## src/rtl/mdio_pkg.sv

```systemverilog
// Package: shared constants, opcode type and frame builder for the
// MDIO management master. Assumes clause 22 frames of 64 bits.
package mdio_pkg;

    localparam int FRAME_BITS = 64;
    localparam int TA_IDX     = 46;   // first turnaround bit
    localparam int DATA_IDX   = 48;   // first data bit
    localparam int LAST_IDX   = FRAME_BITS - 1;

    localparam int CTRL_WR_BIT = 27;
    localparam int CTRL_RD_BIT = 26;
    localparam int CTRL_REG_LSB = 21;
    localparam int CTRL_PHY_LSB = 16;

    typedef enum logic [1:0] {
        OP_WRITE = 2'b01,
        OP_READ  = 2'b10
    } mdio_op_e;

    // Assemble the full frame, first transmitted bit in bit 63.
    function automatic logic [FRAME_BITS-1:0] build_frame(
        input mdio_op_e     op,
        input logic [4:0]   phy,
        input logic [4:0]   regad,
        input logic [15:0]  wdata
    );
        logic [1:0] ta;
        ta = (op == OP_WRITE) ? 2'b10 : 2'b11;
        return {32'hFFFF_FFFF, 2'b01, op, phy, regad, ta, wdata};
    endfunction

endpackage

```

## src/rtl/mdio_clk_div.sv

```systemverilog
// Module: MDC generator. While en is high it toggles mdc every HALF
// system clocks and flags the clock edge on which mdc rises or falls.
// While en is low the counter is cleared and mdc is held low.
// Assumes HALF >= 1.
module mdio_clk_div #(
    parameter int HALF = 40
) (
    input  logic clk,
    input  logic rst_n,
    input  logic en,
    output logic mdc,
    output logic rise_tick,
    output logic fall_tick
);
    localparam int CNT_W = $clog2(HALF + 1);
    localparam logic [CNT_W-1:0] TERM = CNT_W'(HALF - 1);

    logic [CNT_W-1:0] cnt;
    logic             mdc_q;
    logic             term;

    assign term      = en && (cnt == TERM);
    assign rise_tick = term && !mdc_q;
    assign fall_tick = term && mdc_q;
    assign mdc       = mdc_q;

    // Count system clocks inside each MDC phase and toggle at the end.
    always_ff @(posedge clk) begin
        if (!rst_n) begin
            cnt   <= '0;
            mdc_q <= 1'b0;
        end else if (!en) begin
            cnt   <= '0;
            mdc_q <= 1'b0;
        end else if (term) begin
            cnt   <= '0;
            mdc_q <= ~mdc_q;
        end else begin
            cnt   <= cnt + 1'b1;
        end
    end

    // no frame, no clock
    a_r8_idle_low: assert property (@(posedge clk) disable iff (!rst_n)
        !en |=> !mdc_q);

    // mdc only moves at the end of a phase
    a_r8_phase_hold: assert property (@(posedge clk) disable iff (!rst_n)
        (en && !term) |=> $stable(mdc_q));

endmodule

```

## src/rtl/mdio_frame_engine.sv

```systemverilog
// Module: serializer/deserializer for one management frame. A start
// pulse loads the 64-bit frame. The current bit is presented on mdio_o
// until MDC falls, and read data is shifted in at MDC rising edges.
// A done pulse follows the final falling edge. Assumes start only
// arrives while idle.
module mdio_frame_engine
    import mdio_pkg::*;
(
    input  logic        clk,
    input  logic        rst_n,
    input  logic        start,
    input  mdio_op_e    op,
    input  logic [4:0]  phy,
    input  logic [4:0]  regad,
    input  logic [15:0] wdata,
    input  logic        rise_tick,
    input  logic        fall_tick,
    input  logic        mdio_i,
    output logic        active,
    output logic        done,
    output logic [15:0] rdata,
    output logic        mdio_o,
    output logic        mdio_oe
);
    localparam logic [5:0] IDX_LAST = 6'(LAST_IDX);
    localparam logic [5:0] IDX_TA   = 6'(TA_IDX);
    localparam logic [5:0] IDX_DATA = 6'(DATA_IDX);

    logic                  active_q;
    logic                  is_read;
    logic [5:0]            idx;
    logic [FRAME_BITS-1:0] shreg;
    logic [15:0]           rdata_q;
    logic                  done_q;

    assign active  = active_q;
    assign done    = done_q;
    assign rdata   = rdata_q;
    assign mdio_o  = shreg[FRAME_BITS-1];
    assign mdio_oe = active_q && !(is_read && (idx >= IDX_TA));

    // Load, shift out, sample in and end the frame.
    always_ff @(posedge clk) begin
        if (!rst_n) begin
            active_q <= 1'b0;
            is_read  <= 1'b0;
            idx      <= '0;
            shreg    <= '0;
            rdata_q  <= '0;
            done_q   <= 1'b0;
        end else begin
            done_q <= 1'b0;
            if (start && !active_q) begin
                active_q <= 1'b1;
                is_read  <= (op == OP_READ);
                idx      <= '0;
                shreg    <= build_frame(op, phy, regad, wdata);
            end else if (active_q) begin
                if (rise_tick && is_read && (idx >= IDX_DATA))
                    rdata_q <= {rdata_q[14:0], mdio_i};
                if (fall_tick) begin
                    if (idx == IDX_LAST) begin
                        active_q <= 1'b0;
                        done_q   <= 1'b1;
                    end else begin
                        idx   <= idx + 1'b1;
                        shreg <= {shreg[FRAME_BITS-2:0], 1'b0};
                    end
                end
            end
        end
    end

    // one bit per MDC period, in order
    a_r5_idx_step: assert property (@(posedge clk) disable iff (!rst_n)
        (active_q && fall_tick && idx != IDX_LAST) |=> (idx == $past(idx) + 6'd1));

    // done comes only as the frame ends
    a_r3_done_ends_frame: assert property (@(posedge clk) disable iff (!rst_n)
        done_q |-> (!active_q && $past(active_q)));

endmodule

```

## src/rtl/mdio_ctrl_regs.sv

```systemverilog
// Module: register port. Decodes the control and write-data words,
// accepts a start only while idle (read beats write), holds busy until
// the engine reports done, and latches read data at that moment.
// Assumes one bus write per asserted bus_we cycle.
module mdio_ctrl_regs
    import mdio_pkg::*;
#(
    parameter int ADDR_W = 3
) (
    input  logic              clk,
    input  logic              rst_n,
    input  logic [ADDR_W-1:0] bus_addr,
    input  logic              bus_we,
    input  logic [31:0]       bus_wdata,
    output logic [31:0]       bus_rdata,
    input  logic              done,
    input  logic [15:0]       rd_result,
    output logic              start,
    output mdio_op_e          start_op,
    output logic [4:0]        start_phy,
    output logic [4:0]        start_reg,
    output logic [15:0]       wdata16,
    output logic              busy
);
    localparam logic [ADDR_W-1:0] ADDR_CTRL = ADDR_W'(0);
    localparam logic [ADDR_W-1:0] ADDR_WDAT = ADDR_W'(4);

    logic        wr_busy, rd_busy;
    logic [4:0]  regad_q, phy_q;
    logic [15:0] data_q, wdata_q;
    logic        hit_ctrl, hit_wdat, ctrl_accept, want_rd, want_wr;
    logic        unused_hi_bits;

    assign unused_hi_bits = ^bus_wdata[31:28];

    assign hit_ctrl    = (bus_addr == ADDR_CTRL);
    assign hit_wdat    = (bus_addr == ADDR_WDAT);
    assign busy        = wr_busy || rd_busy;
    assign ctrl_accept = bus_we && hit_ctrl && !busy;
    assign want_rd     = bus_wdata[CTRL_RD_BIT];
    assign want_wr     = bus_wdata[CTRL_WR_BIT];

    assign start     = ctrl_accept && (want_rd || want_wr);
    assign start_op  = want_rd ? OP_READ : OP_WRITE;
    assign start_phy = bus_wdata[CTRL_PHY_LSB +: 5];
    assign start_reg = bus_wdata[CTRL_REG_LSB +: 5];
    assign wdata16   = wdata_q;

    // Control word: fields, busy flags and captured read data.
    always_ff @(posedge clk) begin
        if (!rst_n) begin
            wr_busy <= 1'b0;
            rd_busy <= 1'b0;
            regad_q <= '0;
            phy_q   <= '0;
            data_q  <= '0;
        end else if (ctrl_accept) begin
            regad_q <= start_reg;
            phy_q   <= start_phy;
            rd_busy <= want_rd;
            wr_busy <= want_wr && !want_rd;
        end else if (done) begin
            if (rd_busy)
                data_q <= rd_result;
            rd_busy <= 1'b0;
            wr_busy <= 1'b0;
        end
    end

    // Write-data word: software may load it at any time.
    always_ff @(posedge clk) begin
        if (!rst_n)
            wdata_q <= '0;
        else if (bus_we && hit_wdat)
            wdata_q <= bus_wdata[15:0];
    end

    // Read mux for the two words.
    always_comb begin
        if (hit_ctrl)
            bus_rdata = {4'b0, wr_busy, rd_busy, regad_q, phy_q, data_q};
        else if (hit_wdat)
            bus_rdata = {16'b0, wdata_q};
        else
            bus_rdata = '0;
    end

    // write busy holds until the engine finishes
    a_r2_wr_hold: assert property (@(posedge clk) disable iff (!rst_n)
        (wr_busy && !done) |=> wr_busy);

    // never both flags
    a_r10_single_flag: assert property (@(posedge clk) disable iff (!rst_n)
        $onehot0({wr_busy, rd_busy}));

    // data field frozen during a frame
    a_r11_data_hold: assert property (@(posedge clk) disable iff (!rst_n)
        (busy && !done) |=> $stable(data_q));

    // fields untouched while busy
    a_r9_fields_hold: assert property (@(posedge clk) disable iff (!rst_n)
        busy |=> ($stable(phy_q) && $stable(regad_q)));

endmodule

```

## src/rtl/mdio_master_regs.sv

```systemverilog
// Module: top of the MDIO management master. Joins the register port,
// the frame engine and the MDC divider. MDC_HALF is the number of
// system clocks per MDC half period; choose it so MDC <= 2.5 MHz
// (40 at a 200 MHz system clock).
module mdio_master_regs
    import mdio_pkg::*;
#(
    parameter int MDC_HALF = 40,
    parameter int ADDR_W   = 3
) (
    input  logic              clk,
    input  logic              rst_n,
    input  logic [ADDR_W-1:0] bus_addr,
    input  logic              bus_we,
    input  logic [31:0]       bus_wdata,
    output logic [31:0]       bus_rdata,
    output logic              mdc,
    input  logic              mdio_i,
    output logic              mdio_o,
    output logic              mdio_oe
);
    logic        start, busy, active, done, rise_tick, fall_tick;
    mdio_op_e    start_op;
    logic [4:0]  start_phy, start_reg;
    logic [15:0] wdata16, rd_result;

    mdio_ctrl_regs #(.ADDR_W(ADDR_W)) u_regs (
        .clk       (clk),
        .rst_n     (rst_n),
        .bus_addr  (bus_addr),
        .bus_we    (bus_we),
        .bus_wdata (bus_wdata),
        .bus_rdata (bus_rdata),
        .done      (done),
        .rd_result (rd_result),
        .start     (start),
        .start_op  (start_op),
        .start_phy (start_phy),
        .start_reg (start_reg),
        .wdata16   (wdata16),
        .busy      (busy)
    );

    mdio_frame_engine u_engine (
        .clk       (clk),
        .rst_n     (rst_n),
        .start     (start),
        .op        (start_op),
        .phy       (start_phy),
        .regad     (start_reg),
        .wdata     (wdata16),
        .rise_tick (rise_tick),
        .fall_tick (fall_tick),
        .mdio_i    (mdio_i),
        .active    (active),
        .done      (done),
        .rdata     (rd_result),
        .mdio_o    (mdio_o),
        .mdio_oe   (mdio_oe)
    );

    mdio_clk_div #(.HALF(MDC_HALF)) u_div (
        .clk       (clk),
        .rst_n     (rst_n),
        .en        (active),
        .mdc       (mdc),
        .rise_tick (rise_tick),
        .fall_tick (fall_tick)
    );

    // pad is driven only while the register port shows busy
    a_r12_oe_only_busy: assert property (@(posedge clk) disable iff (!rst_n)
        mdio_oe |-> busy);

endmodule

```

## config.mk

```make
export PLATFORM = sky130hd
export DESIGN_NAME = mdio_master_regs
export DESIGN_NICKNAME = d
export VERILOG_FILES = /design/src/rtl/mdio_pkg.sv /design/src/rtl/mdio_clk_div.sv /design/src/rtl/mdio_frame_engine.sv /design/src/rtl/mdio_ctrl_regs.sv /design/src/rtl/mdio_master_regs.sv
export SDC_FILE = /design/constraint.sdc
export NUM_CORES = 1
export LEC_CHECK = 0
export BUFFER_PORTS_ARGS = -buffer_cell sky130_fd_sc_hd__buf_2
export CAP_MARGIN = 15
export CORE_MARGIN = 3
export CORE_UTILIZATION = 40
export DETAILED_ROUTE_END_ITERATION = 16
export PLACE_DENSITY = 0.64
export RECOVER_POWER = 100
export SLEW_MARGIN = 10
export SYNTH_ARGS = -nofsm -noshare
export SYNTH_HDL_FRONTEND = slang
export SYNTH_SLANG_ARGS = --single-unit
```

## constraint.sdc

```tcl
create_clock -name clk -period 2.2 [get_ports clk]
set_clock_uncertainty 0.05 [all_clocks]
set_input_delay 0.44 -clock clk [delete_from_list [all_inputs] [get_ports clk]]
set_output_delay 0.44 -clock clk [all_outputs]
set_load 0.1 [all_outputs]
```

==> results.md, run 1 <==
- Core footprint: 13500 µm²
- First-pass GRT wire length: between 20000 and 25000 µm
- Worst R2R Setup Slack: 0.18 ns
- Hold_sp: bus_wdata[3]
- # H-tree levels: 4
- Die Wd: about 120 µm
- Setup slack at placement: -0.0252 ns
- Ant diodes: 0
- Hold Path Stages: 3
- R2r startpoint: u_div.cnt[0]
- Grt total ovfl: 0
- CTS tree: yes
- Slowest stage cell, crit path: clkbuf_2
- # rows: 42
- VDD IR max: 0.579 mV
- Skew-Pair Late Insertion Delay: 0.41 ns
- Final Slew Violations: 0
- # fillers: approximately 1300
- Syn Inst Count: 622
- Startpoint types: input port
- Hold Path End: u_regs.wdata16[3]
- Clock Tree Buf Depth: 2
- Period utilisation layout: 98.0%
- Post-Synthesis Cell Area: 5590 µm²
- Final hold violations: 0
- Critical Path End Type: output port
- Max FO, Critical Path: 17
- Die Y: ~120 µm
- Pwr/cell area: 820 nW/µm²
- Max-cap viol count: 0
- CTS Root Cell: clkbuf_16
- Vias post-DR: 4792
- Register area share after synthesis: roughly 50%
- Drt wl/cell: 15.7 µm
- # IOs: 74
- Worst R2R End: u_engine.idx[5]
- # nets final: 715
- # port buffers: 65
- Syn Area/Cell: between 8 and 9 µm²
- Number of global-route vias before repair: 4539
- Pin count of the biggest net entering global routing: 45
- Worst hold slack: 0.213 ns
- Post-CTS Hold Fix Bufs: 0
- Die area: 15400 µm²
- Pre-antenna DRT Iters: 5
- Slew margin rel.: 37.6%
- FFs w/ async S/R, synth: 0%
- Dpl hpwl: 8450 µm
- WP data required: 1.71 ns
- GP Congestion: 0.796
- Vias/cell: 5.58
- Status: finished clean
- Post-synth EDFFs: 0
- YS warnings: 0
- Starting Density: 41.5%
- Commonest non-fill, non-tap cell in the layout: dfxtp_1
- Area Overhead vs Synth: 23.7%
- Final ANT Viol Nets: 0
- LEAKAGE: 2.45 nW
- CP Class: input port to output port
- Netlist cell types: 47
- Clock slew at reported path FFs: about 0.05 ns
- Antenna violations before repair: 0
- Final setup fails: 0
- Fin crit period: roughly 2.2 ns
- Initial DRC Count: 423
- Crit-path max cell delay: 0.40 ns
- Inserted Clock Buffers: 17
- Share of cells above drive strength 1: 22.0%
- Met2 capacity usage during global routing: around 28%
- Global route hottest layer: met2
- Min-Delay Path Class: input port to register
- GRT Overall Usage: 18.0%
- Post-route setup slack: 0.0447 ns
- F_max: 464 MHz
- Met1 global-route usage: 23.8%
- Met3 Usage GRT: 5.18%
- FF-to-FF path depth: 6
- Crit-path cells: clkbuf_1 -> nor3b_1 -> clkbuf_2 -> a22o_2 -> buf_6
- Family with the most delay on the worst path: buffers and inverters
- Arr. time, crit path: 1.67 ns
- Main synth FF type: dfxtp_1
- Slew @ Worst Pin: 0.937 ns
- #FFs+latches synth: 140
- Buffers & Inverters on Critical Path: 3
- WL final: 13500 µm
- Most frequent cells in the layout: 138 x dfxtp_1, 97 x nand2_1, 53 x o21ai_0, 52 x a21oi_1, 35 x nand3_1
- DRC viols: 0
- CTS sink count: 140
## logic make-up (layout without fill, tap and decap cells)
group           count (synthesis)  in the layout  share of synthesized area [%]
flops                         140            140                           50.2
mux                            16             16                           2.87
fa+ha+maj                       3              3                          0.672
xor+xnor                        5              5                          0.784
compound gates                197            198                           23.0
other cells                     1              4                         0.0671
simple gates                  200            201                           16.9
buf+inv                        60            116                           5.60
## worst reg2reg max path, cell delays in order, from the launching register on
cell,delay [ns]
dfxtp_1,0.35
ha_1,0.18
and2_1,0.24
nand3_2,0.21
buf_6,0.25
or4_1,0.50
a21oi_1,0.17
## per-stage QoR
stage	instances	TNS, ns	power, mW	utilization, %	instance area (µm²)
2_1_floorplan	625	-0.0329	2.84	-	5640
3_3_place_gp	827	0	2.92	48.3	6500
3_5_place_dp	827	-0.0444	2.93	48.3	6500
4_1_cts	857	0	5.72	52.7	7090
5_1_grt	859	-0.00626	5.85	51.3	6910
6_report	859	0	5.67	51.3	6910
## layout make-up
class                      count  area (µm²)  area share [%]
sequential                   140        2810            40.6
clock buffer                  21         450            6.52
timing repair buffer          83         699            10.1
tap                          176         220            3.19
inverter                       4        15.0           0.217
clock inverter                 8         120            1.74
multi-input combinational    427        2590            37.6
## routing by layer
metal,vias to the layer above,share of wire [%]
met1,2324,48
met2,118,46
met3,12,4.9
met5,-,0
li1,2338,-
met4,0,1.1
## synthesized netlist by cell type, types with 2 or more instances
library cell / number / area share (%)
mux2i_1: 16 / 2.9
a22o_1: 16 / 2.5
a221o_1: 34 / 6.1
clkbuf_1: 31 / 2.1
nor2_2: 2 / 0.22
o21ai_1: 5 / 0.45
and3_1: 2 / 0.22
a31oi_1: 30 / 3.4
nor3b_2: 2 / 0.45
buf_6: 7 / 1.4
and2_1: 17 / 1.9
buf_1: 2 / 0.13
nor2b_1: 2 / 0.22
nand3_1: 35 / 3.1
nand2_1: 97 / 6.5
a21oi_1: 52 / 4.7
dfxtp_1: 140 / 50
xor2_1: 3 / 0.47
xnor2_1: 2 / 0.31
o21ai_0: 53 / 4.7
and4_1: 2 / 0.31
nor2_1: 26 / 1.7
ha_1: 3 / 0.67
nand4_1: 2 / 0.22
buf_2: 10 / 0.90
buf_4: 6 / 0.81
inv_1: 3 / 0.20
nor3_1: 3 / 0.27
## worst max path at each step
stage                     from                 end  slack (ns)  cells after the start
2_1_floorplan  u_engine.idx[0]             mdio_oe       -0.03                      5
3_3_place_gp      u_div.cnt[0]  u_engine.shreg[17]        0.06                      5
3_5_place_dp      u_div.cnt[0]  u_engine.shreg[44]       -0.03                      5
4_1_cts        u_engine.idx[0]             mdio_oe        0.04                      6
5_1_grt        u_engine.idx[0]             mdio_oe      -0.006                      6
6_report           bus_addr[1]       bus_rdata[15]        0.04                      5
## power breakdown
| group | internal, mW | switching, mW |
|---|---|---|
| Combinational | 0.0826 | 0.178 |
| Clock | 1.79 | 1.01 |
| Sequential | 2.58 | 0.0271 |
## registers in the layout, summed over array words and instances, names as in the netlist
signal,cells
u_div.cnt,6
u_div.mdc,1
u_engine.active,1
u_engine.done,1
u_engine.idx,6
u_engine.is_read,1
u_engine.rdata,16
u_engine.shreg,64
u_regs.data_q,16
u_regs.phy_q,5
u_regs.rd_busy,1
u_regs.regad_q,5
u_regs.wdata16,16
u_regs.wr_busy,1
## what timing repair did
item,4_1_cts,5_1_grt
setup buffers,0,1
resized for setup,2,11
hold endpoints to repair,0,0
setup endpoints to repair,35,36
pin swaps,2,4
gates cloned,1,1
No activity file was read; power rests on OpenSTA's default activity.
==> run 2: changes to the inputs <==
PLACE_DENSITY = 0.66   (was 0.64)
clock period = 1.7 ns   (was 2.2 ns; I/O delays follow)
==> run 2 against run 1 <==
Effect of this change:
- the run now ends with setup timing left
- flip-flop and latch count unchanged
- total power up 35%
- first-iteration DRC count up 4.3%
- largest cell class is now multi-input combinational cells
- design area up 16%
- hold slack worse by 0.11 ns
- worst setup slack worse by 0.35 ns
- highest routed layer unchanged
- clock power up 38%
- via count up 6.8%
==> results.md, run 2 (synthesis gave the netlist of run 1 again) <==
- CTS Root Cell: clkbuf_16
- Reg area: 2810 µm² (+0.18%)
- Met3 Usage GRT: 5.68% (+0.50 points)
- Final ANT Viol Nets: 0 (unchanged)
- Initial DRC Count: 441 (+4.3%)
- Worst hold slack: 0.101 ns (-0.112 ns)
- Post-route setup slack: -0.303 ns (-0.348 ns)
- Buffers & Inverters on Critical Path: 3 (unchanged)
- DRC viols: 0 (unchanged)
- Hold Path Stages: 3 (unchanged)
- Pre-antenna DRT Iters: 6 (+1)
- Crit-path cells: buf_6 -> buf_4 -> nor2_4 -> o21bai_4 -> a31oi_4 -> buf_12
- RSZ-0062 raised after global routing: true
- # nets final: 761 (+6.4%)
- F_max: around 500 MHz
- Area Overhead vs Synth: 43.2%
- WP data required: 1.31 ns (-0.40 ns)
- # port buffers: 65 (unchanged)
- CP Class: register to output port
- Die area: 15400 µm² (unchanged)
- Multi-input logic area: 2820 µm² (+8.8%)
- Arr. time, crit path: 1.61 ns (-0.06 ns)
- Vias/cell: 5.64 (+1.0%)
- Share of cells above drive strength 1: 30.5% (+8.5 points)
- Max FO, Critical Path: 4 (-13)
- LEAKAGE: 2.95 nW (+21%)
- Layout Cells excl Fill: 908 (+5.7%)
- Starting Density: 41.5% (unchanged)
- R2r startpoint: u_div.cnt[1]
- WL final: 15200 µm (+12%)
- Worst R2R Setup Slack: -0.23 ns (-0.41 ns)
- Max reg flops: 64 (unchanged)
- Family with the most delay on the worst path: buffers and inverters
- Pwr/cell area: 954 nW/µm² (+16%)
- Die Y: 124 µm (unchanged)
- CTS tree: yes
- Max-cap viol count: 0 (unchanged)
- Hold Path End: u_regs.wdata16[2]
- GRT Overall Usage: 19.5% (+1.5 points)
- Drt wl/cell: 16.8 µm (+6.4%)
- Fin crit period: 2.00 ns
- Clock Tree Buf Depth: 2 (unchanged)
- # IOs: 74 (unchanged)
- Clock slew at reported path FFs: 0.06 ns (about the same)
- CTS sink count: 140 (unchanged)
- Antenna violations before repair: 0 (unchanged)
- Top reg by flops: u_engine.shreg
- Failing checks: setup timing
- Overall Power: 7.63 mW (+35%)
- Dpl hpwl: 8810 µm (+4.4%)
- Inserted Clock Buffers: 17 (unchanged)
- Number of global-route vias before repair: 4822 (+6.2%)
- Final hold violations: 0 (unchanged)
- Crit-path max cell delay: 0.32 ns (-0.08 ns)
- Ant diodes: 0 (unchanged)
- Commonest non-fill, non-tap cell in the layout: dfxtp_1
- Period utilisation layout: 118%
- First-pass GRT wire length: 23600 µm (+7.4%)
- Met1 global-route usage: 25.8% (+2.0 points)
- Slew @ Worst Pin: 0.542 ns (-0.395 ns)
- Skew-Pair Late Insertion Delay: 0.43 ns (+0.02 ns)
- Global route hottest layer: met2
- Worst R2R End: u_engine.shreg[44]
- Final setup fails: 115 (+115)
- Core footprint: 13500 µm² (unchanged)
- Critical Path End Type: output port
- # rows: 42 (unchanged)
- Min-Delay Path Class: input port to register
- Grt total ovfl: 0 (unchanged)
- Post-CTS Hold Fix Bufs: 0 (unchanged)
- # H-tree levels: 4 (unchanged)
- Slew margin rel.: 63.8% (+26 points)
- Worst path depth: 6 (+1)
- Pin count of the biggest net entering global routing: 46 (+2.2%)
- Startpoint types: register
- Die Wd: 124 µm (unchanged)
- Vias post-DR: 5117 (+6.8%)
- # fillers: 1115 (-13%)
- Status: complete, but fails checks
- Final design utilization: 59.5% (+8.1 points)
- Setup slack at placement: -0.469 ns (-0.443 ns)
- VDD IR max: 0.751 mV (+30%)
- Dpl cells: 851 (+2.9%)
- Hold_sp: bus_wdata[2]
- GP Congestion: 0.806 (+1.3%)
- Met2 capacity usage during global routing: 30.3% (+2.1 points)
- Final Slew Violations: 0 (unchanged)
- Most frequent cells in the layout: 134 x dfxtp_1, 97 x nand2_1, 50 x a21oi_1, 40 x o21ai_0, 40 x buf_12
- Slowest stage cell, crit path: dfxtp_2
- FF-to-FF path depth: 6 (unchanged)
==> run 2: cell types whose count changed in the layout (fill, tap and decap cells not counted), sizes merged <==
| cell | before | now |
|---|---|---|
| buf | 72 | 116 |
| clkbuf | 32 | 31 |
| bufbuf | 0 | 1 |
| clkinvlp | 2 | 5 |
| inv | 4 | 6 |
==> run 2: worst max path at each step <==
stage,start,end,slack [ns]
final,u_engine.idx[1],mdio_oe,-0.30
after global placement,u_div.cnt[0],u_engine.shreg[63],-0.38
after floorplan,bus_addr[2],bus_rdata[16],-0.17
after global routing,u_engine.idx[0],mdio_oe,-0.38
after CTS,u_engine.idx[0],mdio_oe,-0.35
after detailed placement,u_div.cnt[1],u_engine.shreg[44],-0.47
==> run 2: area by class of cell <==
class,instances,share of cell area (%)
Clock buffer,19,5.66
Clock inverter,13,2.05
Inverter,4,0.219
Multi-Input combinational cell,427,35.3
Sequential cell,140,35.1
Tap cell,176,2.75
Timing Repair Buffer,129,18.9
==> run 2: per-stage QoR <==
stage | setup TNS [ns] | cell area (µm²)
4_1_cts | -0.396 | 7710
3_3_place_gp | -13.97 | 6800
5_1_grt | -21.26 | 8000
3_5_place_dp | -18.00 | 6800
2_1_floorplan | -2.77 | 5760
6_report | -12.97 | 8000
==> run 2: worst reg2reg max path: cells and delay by family (launching register included) <==
family,cells,cell delay [ns]
fa+ha+maj,1,0.17
flops,1,0.35
simple gates,2,0.69
compound gates,2,0.40
buf+inv,1,0.15
==> run 2: repair_timing <==
action,in CTS,in global routing
gates resized for setup,31,53
gates cloned,3,6
pin swaps,13,13
setup buffers,13,3
endpoints found under the setup margin,86,100
==> run 2: report_power, final <==
| part | switching (mW) | internal [mW] | total [mW] |
|---|---|---|---|
| logic | 0.249 | 0.154 | 0.403 |
| clock network | 1.46 | 2.39 | 3.85 |
| registers | 0.0389 | 3.34 | 3.38 |
==> run 2: metal layers <==
| metal | vias up | share of wire, % |
|---|---|---|
| met5 | - | 0 |
| met4 | 0 | 1.7 |
| met3 | 24 | 6.4 |
| met2 | 173 | 48 |
| met1 | 2483 | 44 |
| li1 | 2437 | - |
